File: src/rtl/dmp_pkg.sv
package dmp_pkg;

  // Lower divisors the block can build.
  function automatic bit low_div_ok(int low);
    return (low == 5) || (low == 8) || (low == 10);
  endfunction

  // Toggle stage present for the 8/9 and 10/11 pairs.
  function automatic bit has_toggle(int low);
    return low != 5;
  endfunction

  // Length of the short core cycle.
  function automatic int core_len(int low);
    return has_toggle(low) ? (low / 2) : low;
  endfunction

  // Width of the core counter, enough to hold core_len.
  function automatic int core_w(int low);
    return $clog2(core_len(low) + 1);
  endfunction

endpackage

File: src/rtl/dmp_modsel.sv
module dmp_modsel #(
  parameter int EN_W = 5
) (
  input  logic            clk_i,
  input  logic            rst_i,
  input  logic [EN_W-1:0] en_i,
  input  logic            sample_i,
  output logic            stretch_o
);

  // Wide OR of the enables, inverted: stretch (N+1) only when all are low.
  logic any_en;
  assign any_en = |en_i;

  // Latched once per period, at the period boundary or during reset.
  always_ff @(posedge clk_i) begin
    if (rst_i || sample_i) begin
      stretch_o <= ~any_en;
    end
  end

  // Outside a boundary the latched modulus must not move.
  AST_STRETCH_HELD: assert property (@(posedge clk_i) disable iff (rst_i)
    !sample_i |=> $stable(stretch_o));

endmodule

File: src/rtl/dmp_core.sv
module dmp_core #(
  parameter int LOW_DIV = 8
) (
  input  logic clk_i,
  input  logic rst_i,
  input  logic stretch_i,
  output logic period_end_o,
  output logic half_end_o
);
  import dmp_pkg::*;

  localparam int CLEN = core_len(LOW_DIV);
  localparam int CW   = core_w(LOW_DIV);
  localparam logic [CW-1:0] LAST = CW'(CLEN - 1);

  logic [CW-1:0] cnt_q;
  logic          wrap;
  logic          ext_now;

  assign wrap = (cnt_q == (LAST + {{(CW-1){1'b0}}, ext_now}));

  always_ff @(posedge clk_i) begin
    if (rst_i || wrap) cnt_q <= '0;
    else               cnt_q <= cnt_q + 1'b1;
  end

  generate
    if (has_toggle(LOW_DIV)) begin : g_toggle
      // Toggle stage: second half may take the extra count.
      logic ph_q;
      always_ff @(posedge clk_i) begin
        if (rst_i)     ph_q <= 1'b0;
        else if (wrap) ph_q <= ~ph_q;
      end
      assign ext_now      = stretch_i & ph_q;
      assign period_end_o = wrap & ph_q;
      assign half_end_o   = wrap & ~ph_q;

      AST_FIRST_HALF_SHORT: assert property (@(posedge clk_i) disable iff (rst_i)
        !ph_q |-> cnt_q <= LAST);
    end else begin : g_flat
      // Flat core: the whole period comes from the counter.
      assign ext_now      = stretch_i;
      assign period_end_o = wrap;
      assign half_end_o   = (cnt_q == CW'(1));
    end
  endgenerate

  AST_CNT_BOUND: assert property (@(posedge clk_i) disable iff (rst_i)
    cnt_q <= LAST + 1'b1);

endmodule

File: src/rtl/dmp_outreg.sv
module dmp_outreg (
  input  logic clk_i,
  input  logic rst_i,
  input  logic period_end_i,
  input  logic half_end_i,
  output logic div_o,
  output logic tc_o
);

  always_ff @(posedge clk_i) begin
    if (rst_i) begin
      div_o <= 1'b0;
      tc_o  <= 1'b0;
    end else begin
      tc_o <= period_end_i;
      if (period_end_i)    div_o <= 1'b1;
      else if (half_end_i) div_o <= 1'b0;
    end
  end

  AST_TC_SINGLE: assert property (@(posedge clk_i) disable iff (rst_i)
    tc_o |=> !tc_o);

  AST_TC_AT_RISE: assert property (@(posedge clk_i) disable iff (rst_i)
    tc_o |-> (div_o && !$past(div_o)));

  AST_FALL_AT_HALF: assert property (@(posedge clk_i) disable iff (rst_i)
    $fell(div_o) |-> $past(half_end_i));

endmodule

File: src/rtl/dmod_prescaler.sv
module dmod_prescaler #(
  parameter int LOW_DIV = 8,
  parameter int EN_W    = 5
) (
  input  logic            clk_i,
  input  logic            rst_i,
  input  logic [EN_W-1:0] en_i,
  output logic            div_o,
  output logic            tc_o
);
  import dmp_pkg::*;

  generate
    if (!low_div_ok(LOW_DIV)) begin : g_bad_div
      $error("dmod_prescaler: LOW_DIV must be 5, 8 or 10");
    end
  endgenerate

  logic stretch;
  logic period_end;
  logic half_end;

  dmp_modsel #(.EN_W(EN_W)) modsel_i (
    .clk_i     (clk_i),
    .rst_i     (rst_i),
    .en_i      (en_i),
    .sample_i  (period_end),
    .stretch_o (stretch)
  );

  dmp_core #(.LOW_DIV(LOW_DIV)) core_i (
    .clk_i        (clk_i),
    .rst_i        (rst_i),
    .stretch_i    (stretch),
    .period_end_o (period_end),
    .half_end_o   (half_end)
  );

  dmp_outreg outreg_i (
    .clk_i        (clk_i),
    .rst_i        (rst_i),
    .period_end_i (period_end),
    .half_end_i   (half_end),
    .div_o        (div_o),
    .tc_o         (tc_o)
  );

  AST_END_NOT_HALF: assert property (@(posedge clk_i) disable iff (rst_i)
    !(period_end && half_end));

endmodule

File: config.mk
export PLATFORM = sky130hd
export DESIGN_NAME = dmod_prescaler
export DESIGN_NICKNAME = d
export VERILOG_FILES = /design/src/rtl/dmp_pkg.sv /design/src/rtl/dmp_modsel.sv /design/src/rtl/dmp_core.sv /design/src/rtl/dmp_outreg.sv /design/src/rtl/dmod_prescaler.sv
export SDC_FILE = /design/constraint.sdc
export NUM_CORES = 1
export LEC_CHECK = 0
export ABC_AREA = 0
export BUFFER_PORTS_ARGS = -buffer_cell sky130_fd_sc_hd__buf_4
export CORE_AREA = 8 8 45 47
export DETAILED_ROUTE_END_ITERATION = 10
export DIE_AREA = 0 0 53 55
export PLACE_DENSITY = 0.41
export SLEW_MARGIN = 20
export SYNTH_ARGS = -nofsm -noshare
export SYNTH_HDL_FRONTEND = slang
export SYNTH_SLANG_ARGS = --single-unit
File: constraint.sdc
create_clock -name clk_i -period 1.3 [get_ports clk_i]
set_input_delay 0.13 -clock clk_i [delete_from_list [all_inputs] [get_ports clk_i]]
set_output_delay 0.13 -clock clk_i [all_outputs]
set_load 0.01 [all_outputs]
==> Word level (Yosys, flattened, before mapping) <==
Cells that the tools add are included.
{ "op_classes": {"mux": 2, "n_reduce_logical": 4, "bitwise_logic": 5, "n_eq_ne": 1, "n_addsub": 2} }
{ "ops": {"columns": ["operator", "count"], "rows": [
  ["OR reduction 5 bit", 1],
  ["adder 2 x 1 -> 3 bit (first input constant)", 1],
  ["adder 3 x 1 -> 3 bit (second input constant)", 1],
  ["bitwise AND 1 bit", 3],
  ["equality test 3 bit", 1],
  ["logical OR 1 bit", 2],
  ["2-to-1 mux 1 bit", 2],
  ["NOT 1 bit", 2],
  ["nonzero test 2 bit", 1]
]} }
{ "word_totals": {"out_inout_bits": 2, "inputBits": 7, "ff_bits": 7} }

==> Depth between registers and ports, before layout <==
{ "logic_depth": {"depth_word": 6, "depth_mapped": 3, "mapped_depth_nobuf": 3} }

==> Cells and area by module <==
From an unflattened synthesis, not the netlist that was laid out.
{ "hier_totals": {"hier_cells": 33, "area_unflattened_um2": 327.8} }
{ "by_module_without_submodules": {"columns": ["mod", "instances", "cells_per_inst", "area_each_um2", "seq_area_each_um2"], "rows": [
  ["dmp_core", 1, 23, 217.7, 80.1],
  ["dmp_outreg", 1, 6, 62.6, 40.0],
  ["dmp_modsel", 1, 4, 47.5, 30.0]
]} }

==> Worst setup path after synthesis <==
Ideal clock, no wire load.
{ "synth_timing": {"path_type": "register -> register", "from": "register modsel_i.stretch_o", "to": "register modsel_i.stretch_o, enable pin", "setup_time_ns": 0.293, "path_buffers": 0, "path_slack_ns": 0.105, "arrival_ns": 0.902, "path_stages_with_launch": 4, "required_ns": 1.007, "path_cell_list": "edfxtp_1 > and4bb_1 > o21ai_0 > nand2b_1"} }
{ "synth_via": {"elab_chain_cells": 5} }
{ "synth_lines": {"columns": ["element", "line_no", "text"], "rows": [
  ["start, declared", "dmp_modsel.sv:8", "output logic stretch_o"],
  ["start signal, assigned", "dmp_modsel.sv:18", "stretch_o <= ~any_en;"],
  ["bitwise AND 1 bit", "dmp_core.sv:35", "assign ext_now = stretch_i & ph_q;"],
  ["adder 2 x 1 -> 3 bit", "dmp_core.sv:20", "assign wrap = (cnt_q == (LAST + {{(CW-1){1'b0}}, ext_now}));"],
  ["equality test 3 bit", "dmp_core.sv:20", null],
  ["bitwise AND 1 bit", "dmp_core.sv:36", "assign period_end_o = wrap & ph_q;"],
  ["logical OR 1 bit", "dmp_modsel.sv:17", "if (rst_i || sample_i) begin"]
]} }
Every way passes these cells.
A chain may end at the register's enable or synchronous reset.

==> Worst setup path after layout <==
Ends and elaborated chain as after synthesis.

==> results.ini <==
[run_status]
status=finished, final reports clean

[cells_and_area]
instances_no_fill=61
antenna_cells=0
nNetsFinal=54
drive_above_1_share=0.444
syn2layout_area_growth_pct=40.0
design_area_um2=464

[placement]
dpl_cell_area_um2=427
dp_hpwl_um=583
placed_cells=56
post-place-ws_ns=0.00877
io_buffer_count=8
routabilityCongestion=0.726

[power_and_ir_drop]
leakage_nw=0.197
cellPowerDensity_mw_per_mm2=1150
finalPower_mw=0.533
peakVddDrop_mv=0.383

[route]
wire_per_inst_um=12.3
route.vias.total=286
drt_iter0_markers=0
via_per_inst=4.69
drc=0
routed_wl_um=752
ant_nets=0
dr.pass1.iters=1

[cts]
cts_root_buffer=clkbuf_4
h-tree-depth=1
cts_buffers=3
postCtsHoldBufs=0
clk_latency_ns=0.25
cts_tree=yes
clk_pin_slew_ns=0.05
clock_sinks=7
cts_buffer_depth=2

[sta]
fin_worst_skew_ns=0.000829
max_freq_mhz=792
worst_slack_ns=0.0372
hold_violations=0
finalSetupViolations=0
layout_min_cycle_time_ns=1.26
period_share=0.971
slew_violations=0
worstMarginPinSlew_ns=0.291
slew_headroom=0.806
hold_slack_ns=0.0833

[logic_synthesis]
yosysUniqueCellTypes=21
synth_seq_cells=7
synth_cells=30
ys_seq_area_frac=0.453
syn_nets=38
synth_area_um2=332
syn_area_per_cell_um2=11.1
synth_warnings=0

[global_route]
grt_usage=0.0650
first_global_vias=298
antenna_found_initial=0
grt_pass1_wl_um=1300
grt_overflow_total=0
grt_max_degree=9

[worst_setup_path]
cp-end-kind=flop
critPathMaxFanout=4
crit_arrival_ns=1.23
r2r_cells=3
path_class=flop to flop
required_ns=1.27
r2r_slack_ns=0.04
cp-start-kind=flop
regToRegEndpoint=modsel_i.stretch_o
rr_startpoint=modsel_i.stretch_o

[worst_hold_path]
min_path_cells=2
hold_end=core_i.g_toggle.ph_q
worstHoldStart=rst_i
hold_path.class=input pin to flop

[floorplan]
fp.coreArea_mm2=0.00138
io_pins=9
initial_core_util=0.240
die_area_mm2=0.00292
die-width_um=53
core.rowCount=14
die_h_um=55

[flow_run]
maxCapViolCount=0

[Yosys cell counts]
cell type  count  area [um2]
a2111oi_2      1        15.0
nand2_1        1        3.75
a221oi_2       1        15.0
nand3b_1       1        7.51
and2_1         2        12.5
ha_1           1        12.5
a21boi_1       1        7.51
a21bo_2        1        10.0
a31oi_1        1        6.26
a21oi_1        1        5.00
nand2b_1       1        6.26
edfxtp_1       1        30.0
or4_1          1        7.51
dfxtp_1        6         120
and4bb_4       1        16.3
nor2_1         3        11.3
o21ai_0        2        10.0
and2b_1        1        7.51
and4bb_1       1        12.5
xor2_1         1        8.76
nor2b_1        1        6.26
[power by group]
group          switching, mW  internal [mW]  total [mW]
Clock                 0.0822          0.117       0.199
Combinational         0.0312         0.0505      0.0817
Sequential            0.0180          0.234       0.252
Total                  0.131          0.401       0.533
[kinds of logic after synthesis]
| logic type | after synthesis | share of synthesized area |
|---|---|---|
| and+or+nand+nor | 13 | 0.276 |
| AOI/OAI and AO/OA | 8 | 0.208 |
| DFF | 7 | 0.453 |
| xor gates and xnor gates | 1 | 0.0264 |
| adders and majority gates | 1 | 0.0377 |
[cells in the final DEF, fill, tap and decap left out, types with 2 or more instances in the layout]
cell,Yosys,layout
buf_4,0,11
and2_1,2,2
dfxtp_1,6,6
clkbuf_4,0,3
nor2_1,3,3
[worst max-delay path, stage by stage (launching register included)]
cell	delay, ns
edfxtp_1	0.43
and4bb_2	0.38
o21ai_2	0.07
nand2b_1	0.09
[per-stage QoR]
stage                       TNS, ns   util
final                             0  0.335
after global routing      -0.000465  0.335
after CTS                         0  0.327
after detailed placement          0  0.308
after global placement            0  0.308
after floorplan                   0      -
[state kept, by name, summed over array words and instances (netlist names)]
signal                count
outreg_i.div_o            1
modsel_i.stretch_o        1
outreg_i.tc_o             1
core_i.cnt_q              3
core_i.g_toggle.ph_q      1
[worst max path at each step]
stage / start / slack (ns) / to
2_1_floorplan: modsel_i.stretch_o / 0.11 / modsel_i.stretch_o
3_3_place_gp: modsel_i.stretch_o / 0.06 / modsel_i.stretch_o
3_5_place_dp: modsel_i.stretch_o / 0.009 / modsel_i.stretch_o
4_1_cts: modsel_i.stretch_o / 0.004 / modsel_i.stretch_o
5_1_grt: modsel_i.stretch_o / -0.0005 / modsel_i.stretch_o
6_report: modsel_i.stretch_o / 0.04 / modsel_i.stretch_o
[cell type report]
cell class | count | area [um2]
timing repair buffer | 11 | 82.6
multi-input combinational | 23 | 185
tap | 16 | 20.0
sequential | 7 | 150
clock buffer | 4 | 26.3
fill | 159 | 920
[per-layer routing]
metal	vias to the layer above	routed length, um	GRT usage	share of wire
li1	142	-	-	-
met1	136	290	0.0547	0.39
met2	6	401	0.102	0.53
met3	2	51	0.0428	0.068
met4	0	9	0.0647	0.012
met5	-	0	0	0
[timing repair]
item	in CTS	in global routing
setup buffers	0	1
cloned	0	0
gates resized for setup	0	3
hold endpoints to repair	0	0
pin swaps	1	1
endpoints found under the setup margin	1	1
(Power assumes the default switching activity.)
